$ cat src/rtl/lcd_seq_pkg.sv
package lcd_seq_pkg;

   localparam int INIT_LEN = 8;
   localparam int NUM_GROUPS = 4;

   localparam logic [7:0] CMD_FUNC_SET = 8'h3C;
   localparam logic [7:0] CMD_CLEAR    = 8'h01;
   localparam logic [7:0] CMD_ENTRY    = 8'h06;
   localparam logic [7:0] CMD_DISP_ON  = 8'h0C;
   localparam logic [7:0] CMD_SET_ADDR = 8'h80;
   localparam logic [7:0] CHAR_BLANK   = 8'h20;
   localparam logic [7:0] CHAR_ZERO    = 8'h30;

   typedef enum logic {SEQ_INIT = 1'b0, SEQ_RUN = 1'b1} seq_mode_e;

   typedef struct packed {
      logic       pulse;
      logic       rs;
      logic [7:0] data;
   } bus_word_t;

   // start-up command list, position in the list selects the command
   function automatic logic [7:0] init_cmd(input logic [2:0] idx);
      case (idx)
         3'd0, 3'd1, 3'd2, 3'd3: init_cmd = CMD_FUNC_SET;
         3'd4:                   init_cmd = CMD_CLEAR;
         3'd5:                   init_cmd = CMD_ENTRY;
         3'd6:                   init_cmd = CMD_DISP_ON;
         default:                init_cmd = CMD_SET_ADDR;
      endcase
   endfunction

   // decimal code to display character, anything out of range shows blank
   function automatic logic [7:0] nibble_char(input logic [3:0] v);
      if (v <= 4'd9) nibble_char = CHAR_ZERO + {4'h0, v};
      else           nibble_char = CHAR_BLANK;
   endfunction

endpackage

$ cat src/rtl/lcd_slot_phase.sv
module lcd_slot_phase (
   input  logic clk,
   input  logic rst_n,
   input  logic pulse_i,
   output logic slot_start_o,
   output logic lcd_e_o
);

   logic ph_q;

   // ph_q is 1 during the second cycle of a slot: the next rising edge opens a slot
   always_ff @(posedge clk or negedge rst_n) begin
      if (!rst_n) ph_q <= 1'b1;
      else        ph_q <= ~ph_q;
   end

   assign slot_start_o = ph_q;

   // strobe on the falling edge so it sits half a clock inside the slot on both sides
   always_ff @(negedge clk or negedge rst_n) begin
      if (!rst_n) lcd_e_o <= 1'b0;
      else        lcd_e_o <= pulse_i & ~ph_q;
   end

endmodule

$ cat src/rtl/lcd_slot_counter.sv
module lcd_slot_counter
   import lcd_seq_pkg::*;
#(
   parameter int NUM_COLS = 20,
   parameter int COL_W    = $clog2(NUM_COLS + 1)
) (
   input  logic             clk,
   input  logic             rst_n,
   input  logic             adv_i,
   output logic [COL_W-1:0] col_o,
   output logic [1:0]       line_o,
   output seq_mode_e        mode_o
);

   localparam logic [COL_W-1:0] COL_LAST = COL_W'(NUM_COLS);

   always_ff @(posedge clk or negedge rst_n) begin
      if (!rst_n) begin
         col_o  <= '0;
         line_o <= '0;
         mode_o <= SEQ_INIT;
      end else if (adv_i) begin
         if (col_o == COL_LAST) begin
            col_o  <= '0;
            line_o <= line_o + 2'd1;
            if (line_o == 2'd3) mode_o <= SEQ_RUN;
         end else begin
            col_o <= col_o + 1'b1;
         end
      end
   end

endmodule

$ cat src/rtl/lcd_char_source.sv
module lcd_char_source
   import lcd_seq_pkg::*;
#(
   parameter int                    NUM_COLS = 20,
   parameter int                    COL_W    = $clog2(NUM_COLS + 1),
   parameter logic [NUM_COLS*8-1:0] BANNER   = '0
) (
   input  logic                  clk,
   input  logic                  rst_n,
   input  logic                  capture_i,
   input  logic [NUM_COLS*4-1:0] digits_i,
   input  logic [COL_W-1:0]      col_i,
   input  logic                  odd_line_i,
   output logic [7:0]            char_o
);

   logic [NUM_COLS*4-1:0] shadow_q;
   logic [7:0]            digit_chars  [NUM_COLS];
   logic [7:0]            banner_chars [NUM_COLS];

   always_ff @(posedge clk or negedge rst_n) begin
      if (!rst_n)         shadow_q <= '0;
      else if (capture_i) shadow_q <= digits_i;
   end

   for (genvar c = 0; c < NUM_COLS; c++) begin : g_col
      assign digit_chars[c]  = nibble_char(shadow_q[c*4 +: 4]);
      assign banner_chars[c] = BANNER[(NUM_COLS-1-c)*8 +: 8];
   end

   // column 0 of a group is the address slot, characters start at column 1
   always_comb begin
      char_o = CHAR_BLANK;
      for (int c = 0; c < NUM_COLS; c++) begin
         if (col_i == COL_W'(c + 1)) char_o = odd_line_i ? digit_chars[c] : banner_chars[c];
      end
   end

endmodule

$ cat src/rtl/lcd_refresh_seq.sv
module lcd_refresh_seq
   import lcd_seq_pkg::*;
#(
   parameter int                    NUM_COLS   = 20,
   parameter logic [7:0]            LINE0_BASE = 8'h00,
   parameter logic [7:0]            LINE1_BASE = 8'h40,
   parameter logic [NUM_COLS*8-1:0] BANNER     = "   LCD REFRESH UNIT "
) (
   input  logic                  clk,
   input  logic                  rst_n,
   input  logic [NUM_COLS*4-1:0] digits_i,
   output logic                  lcd_e,
   output logic                  lcd_rs,
   output logic                  lcd_rw,
   output logic [7:0]            lcd_data
);

   localparam int COL_W     = $clog2(NUM_COLS + 1);
   localparam int GROUP_LEN = NUM_COLS + 1;
   localparam int PASS_LEN  = NUM_GROUPS * GROUP_LEN;
   localparam int IDX_W     = $clog2(PASS_LEN);

   if (NUM_COLS < 1 || NUM_COLS > 40) begin : g_bad_cols
      $error("NUM_COLS must lie in 1..40");
   end
   if (int'(LINE1_BASE) < int'(LINE0_BASE) + NUM_COLS) begin : g_bad_base
      $error("row address ranges overlap");
   end
   if (int'(LINE1_BASE) + NUM_COLS > 128) begin : g_bad_range
      $error("row address range exceeds 7 bits");
   end

   logic             slot_start;
   logic [COL_W-1:0] col_q;
   logic [1:0]       line_q;
   seq_mode_e        mode_q;
   logic             run_mode;
   logic [IDX_W-1:0] slot_idx;
   logic [7:0]       char_byte;
   logic             capture;
   bus_word_t        next_word;
   bus_word_t        bus_q;

   lcd_slot_phase u_phase (
      .clk          (clk),
      .rst_n        (rst_n),
      .pulse_i      (bus_q.pulse),
      .slot_start_o (slot_start),
      .lcd_e_o      (lcd_e)
   );

   lcd_slot_counter #(
      .NUM_COLS (NUM_COLS),
      .COL_W    (COL_W)
   ) u_counter (
      .clk    (clk),
      .rst_n  (rst_n),
      .adv_i  (slot_start),
      .col_o  (col_q),
      .line_o (line_q),
      .mode_o (mode_q)
   );

   assign run_mode = (mode_q == SEQ_RUN);
   assign capture  = slot_start & run_mode & (col_q == '0) & line_q[0];

   lcd_char_source #(
      .NUM_COLS (NUM_COLS),
      .COL_W    (COL_W),
      .BANNER   (BANNER)
   ) u_chars (
      .clk        (clk),
      .rst_n      (rst_n),
      .capture_i  (capture),
      .digits_i   (digits_i),
      .col_i      (col_q),
      .odd_line_i (line_q[0]),
      .char_o     (char_byte)
   );

   assign slot_idx = IDX_W'(line_q) * IDX_W'(GROUP_LEN) + IDX_W'(col_q);

   always_comb begin
      next_word = '0;
      if (!run_mode) begin
         if (slot_idx < IDX_W'(INIT_LEN)) begin
            next_word.pulse = 1'b1;
            next_word.data  = init_cmd(slot_idx[2:0]);
         end
      end else if (col_q == '0) begin
         next_word.pulse = 1'b1;
         next_word.data  = CMD_SET_ADDR | (line_q[0] ? LINE1_BASE : LINE0_BASE);
      end else begin
         next_word.pulse = 1'b1;
         next_word.rs    = 1'b1;
         next_word.data  = char_byte;
      end
   end

   always_ff @(posedge clk or negedge rst_n) begin
      if (!rst_n)          bus_q <= '0;
      else if (slot_start) bus_q <= next_word;
   end

   assign lcd_rs   = bus_q.rs;
   assign lcd_data = bus_q.data;
   assign lcd_rw   = 1'b0;

endmodule

$ cat config.mk
export PLATFORM = sky130hd
export DESIGN_NAME = lcd_refresh_seq
export DESIGN_NICKNAME = d
export VERILOG_FILES = /design/src/rtl/lcd_seq_pkg.sv /design/src/rtl/lcd_slot_phase.sv /design/src/rtl/lcd_slot_counter.sv /design/src/rtl/lcd_char_source.sv /design/src/rtl/lcd_refresh_seq.sv
export SDC_FILE = /design/constraint.sdc
export NUM_CORES = 1
export LEC_CHECK = 0
export BUFFER_PORTS_ARGS = -buffer_cell sky130_fd_sc_hd__buf_2
export CORE_ASPECT_RATIO = 0.75
export CORE_MARGIN = 4
export CORE_UTILIZATION = 40
export CTS_BUF_LIST = sky130_fd_sc_hd__clkbuf_4
export CTS_CLUSTER_DIAMETER = 80
export DETAILED_ROUTE_END_ITERATION = 6
export GPL_TIMING_DRIVEN = 0
export HOLD_SLACK_MARGIN = 0.15
export PLACE_DENSITY = 0.62
export SLEW_MARGIN = 20
export SYNTH_ARGS = -nofsm -noshare
export SYNTH_HDL_FRONTEND = slang
export SYNTH_SLANG_ARGS = --single-unit
$ cat constraint.sdc
create_clock -name clk -period 6.5 [get_ports clk]
set_input_delay 0.65 -clock clk [delete_from_list [all_inputs] [get_ports clk]]
set_output_delay 0.65 -clock clk [all_outputs]
set_load 0.05 [all_outputs]
==> flow_metrics.tcl <==
set metrics [dict create \
    syn_avg_cell_area_um2 10.03 \
    clk_pin_slew_ns 0.17 \
    ios 93 \
    globalRouteOverflowTotal 0 \
    hold_viol_final 0 \
    area_growth_pct 15.19 \
    power_switching_mw 0.2794 \
    p_leak_nw 3.149 \
    syn_inst 624 \
    synth.top_cells.by_area "dfrtp_1 39%, mux2_2 15%, o21ai_0 3.5%" \
    routedWlPerCell_um 20.55 \
    grt_util_all_layers_pct 22.03 \
    gp_congestion 0.9486 \
    synth-seq-area-share_pct 40.00 \
    p_sw_share_pct 23.20 \
    antenna_found_initial 0 \
    rsz0062_at_grt "no" \
    crit_fanout 1 \
    critical_path.top_delay_family "flip-flops" \
    antenna_cells 0 \
    synth-warning-count 0 \
    cts_post_setup_buffers_inserted 0 \
    nNetsFinal 827 \
    synth_largest_area_cell "dfrtp_1" \
    dr.pass1.iters 5 \
    crit_arrival_ns 4.35 \
    holdBufCountCts 1 \
    drive_gt1_share_pct 31.56 \
    dieArea_mm2 0.01774 \
    synth-seq-cells 100 \
    initial_utilization_pct 40.98 \
    slew_headroom_pct 39.11 \
    ctsLongestPathBuffers 2 \
    cts-root-buf "clkbuf_4" \
    htreeDepth 3 \
    power_density_mw_per_mm2 167.0 \
    cts_buffers 9 \
    ir_drop_v 0.00009083 \
    slew_viol_final 0 \
    status "completed" \
    critical-path-slowest-cell "dfrtn_1" \
    worst_setup_path_end_kind "primary output" \
    place_hpwl_mm 14.77 \
    maxCapViolations 0 \
    design.core.area_mm2 0.01527 \
    power_frac_clock_pct 36.8 \
    crit_chain "buf_2" \
    tightest_slew_ns 0.8903 \
    port_buffers 91 \
    fin_setup_tns_ns 0 \
    yosysUniqueCellTypes 80 \
    worstPathRequired_ns 5.85 \
    drt_wl_total_mm 19.25 \
    ctsResizeCount 0 \
    p_int_mw 0.9249 \
    critPathBufInv 1 \
    syn-num-nets 723 \
    p_total_mw 1.204 \
    seqPwrFrac_pct 55.8 \
    rrSetupSlack_ns 2.04 \
    worstHoldPathType "input pin to register" \
    first_global_vias 5514 \
    setup_viol 0 \
    drcViolationCount 0 \
    vias_per_cell 5.947 \
    synth_area_mm2 0.006260 \
    utilization_pct 47.21 \
    fp-row-count 39 \
    vias 5572 \
    fillers 1476 \
    worst_setup_path_start_kind "register" \
    die_height_um 116.3 \
    synth-edff-count 0 \
    cts_sinks 100 \
    synth-async-reset-ratio_pct 100.0 \
    p_comb_share_pct 7.3 \
    holdWs_ns 0.3480 \
    finClkSkew_ns 0.05214 \
    yosys.area.top_type_share_pct 39.18 \
    drt_iter0_markers 636 \
    fp.dieW_um 152.5 \
    drtAntennaViolNets 0 \
    path_class "register to primary output" \
    max_stage_delay_ns 0.41 \
    ys.flop_type "dfrtp_1" \
    grt_pass1_wl_mm 30.79 \
    clock_latency_ns 0.49 \
    cts_tree "done" \
    grt_max_degree 58 \
]
-- layer usage --
| layer | up-vias | part of all wire [%] | track usage (%) | routed length [um] |
|---|---|---|---|---|
| li1 | 2576 | - | - | - |
| met4 | 0 | 1.7 | 5.104 | 321 |
| met2 | 252 | 42 | 32.22 | 8035 |
| met1 | 2716 | 49 | 33.31 | 9360 |
| met5 | - | 0 | 0 | 0 |
| met3 | 28 | 8.0 | 5.074 | 1537 |
-- state kept, by name, indices dropped and copies added (netlist names) --
register	count
bus_q	1
lcd_data	8
lcd_rs	1
u_chars.shadow_q	80
u_counter.col_o	5
u_counter.line_o	2
u_counter.mode_o	1
u_phase.lcd_e_o	1
u_phase.slot_start_o	1
-- cell type report --
class / count / area, um2 / share of cell area [%]
Multi-Input combinational cell: 462 / 3496 / 48.48
Sequential cell: 100 / 2504 / 34.72
Timing Repair Buffer: 93 / 499.2 / 6.923
Tap cell: 205 / 256.5 / 3.557
Buffer: 41 / 181.4 / 2.516
Clock inverter: 6 / 127.6 / 1.770
Inverter: 21 / 78.83 / 1.093
Clock buffer: 9 / 67.56 / 0.9370
-- path summary, 6_finish.rpt --
check / endpoint / depth (start not counted) / startpoint
setup / recovery: lcd_e / 1 / u_phase.lcd_e_o$_DFF_NN0_
setup reg to reg: u_phase.lcd_e_o$_DFF_NN0_ / 2 / u_phase.slot_start_o$_DFF_PN1_
max in group asynchronous: u_phase.lcd_e_o$_DFF_NN0_ / 2 / rst_n
hold reg to reg: lcd_rs$_DFFE_PN0P_ / 2 / lcd_rs$_DFFE_PN0P_
hold / removal: u_chars.shadow_q[71]$_DFFE_PN0P_ / 2 / digits_i[71]
min in group asynchronous: u_chars.shadow_q[78]$_DFFE_PN0P_ / 2 / rst_n
-- cells by family after synthesis --
family                     count (synthesis)  share of synthesized area [%]
DFF                                      100                          40.00
muxes                                     84                          15.07
adders and majority gates                 17                          3.518
xor gates and xnor gates                   1                         0.1399
other                                      1                        0.05991
and+or+nand+nor                          215                          21.25
buffers and inverters                     62                          4.158
AOI/OAI and AO/OA                        144                          15.81
-- per-stage QoR --
step                      cell area (um2)  worst slack, ns  std cells
final                                7211            1.500        937
after global routing                 7211            1.442        937
after CTS                            7211            1.466        937
after detailed placement             7005            1.968        921
after global placement               6972           0.6713        920
after floorplan                      6260            1.949        624
-- layout by cell type, fill, tap and decap left out, types with 6 or more instances in the layout --
cell type	count
nand4_1	19
dfrtp_1	98
nand3_1	23
clkbuf_4	9
o21ai_0	44
a21oi_1	16
nor2b_1	12
nand2b_1	13
inv_1	21
nand3b_1	7
a31oi_1	13
buf_2	109
and4bb_2	6
a211oi_1	6
nand2_1	31
ha_1	16
a31o_2	7
clkbuf_1	19
nor3_1	12
mux2_2	82
nor2_1	33
-- cells in the mapped netlist, types with 3 or more instances --
cell type,instances
nor4_1,3
nor3_1,12
and3_1,5
nand4b_1,5
o21ai_0,44
nor2b_1,12
a31o_2,7
a21oi_1,16
o211ai_1,5
o22ai_1,3
a211oi_1,6
a21o_1,4
o311ai_0,3
and4_1,4
nor4b_1,3
and4b_1,4
nand3_1,23
nand2_1,31
buf_2,19
ha_1,16
a2111oi_0,4
a31oi_1,13
nand3b_1,7
nand4_1,19
a221oi_1,3
nor4bb_1,5
a311oi_1,4
nor3b_1,5
nor2_1,33
mux2_2,82
or3_1,3
clkbuf_1,19
nand2b_1,13
and3b_1,5
o31ai_1,5
dfrtp_1,98
and4bb_2,6
a32oi_1,3
inv_1,21
-- power by group through the flow --
| stage | logic, mW | registers [mW] | clock network [mW] |
|---|---|---|---|
| floorplan | 0.0424 | 0.675 | 0 |
| global placement | 0.0831 | 0.683 | 0 |
| detailed placement | 0.0891 | 0.684 | 0 |
| CTS | 0.0901 | 0.672 | 0.456 |
| global route | 0.100 | 0.677 | 0.482 |
| finish | 0.0883 | 0.672 | 0.444 |
(Power assumes the default switching activity.)
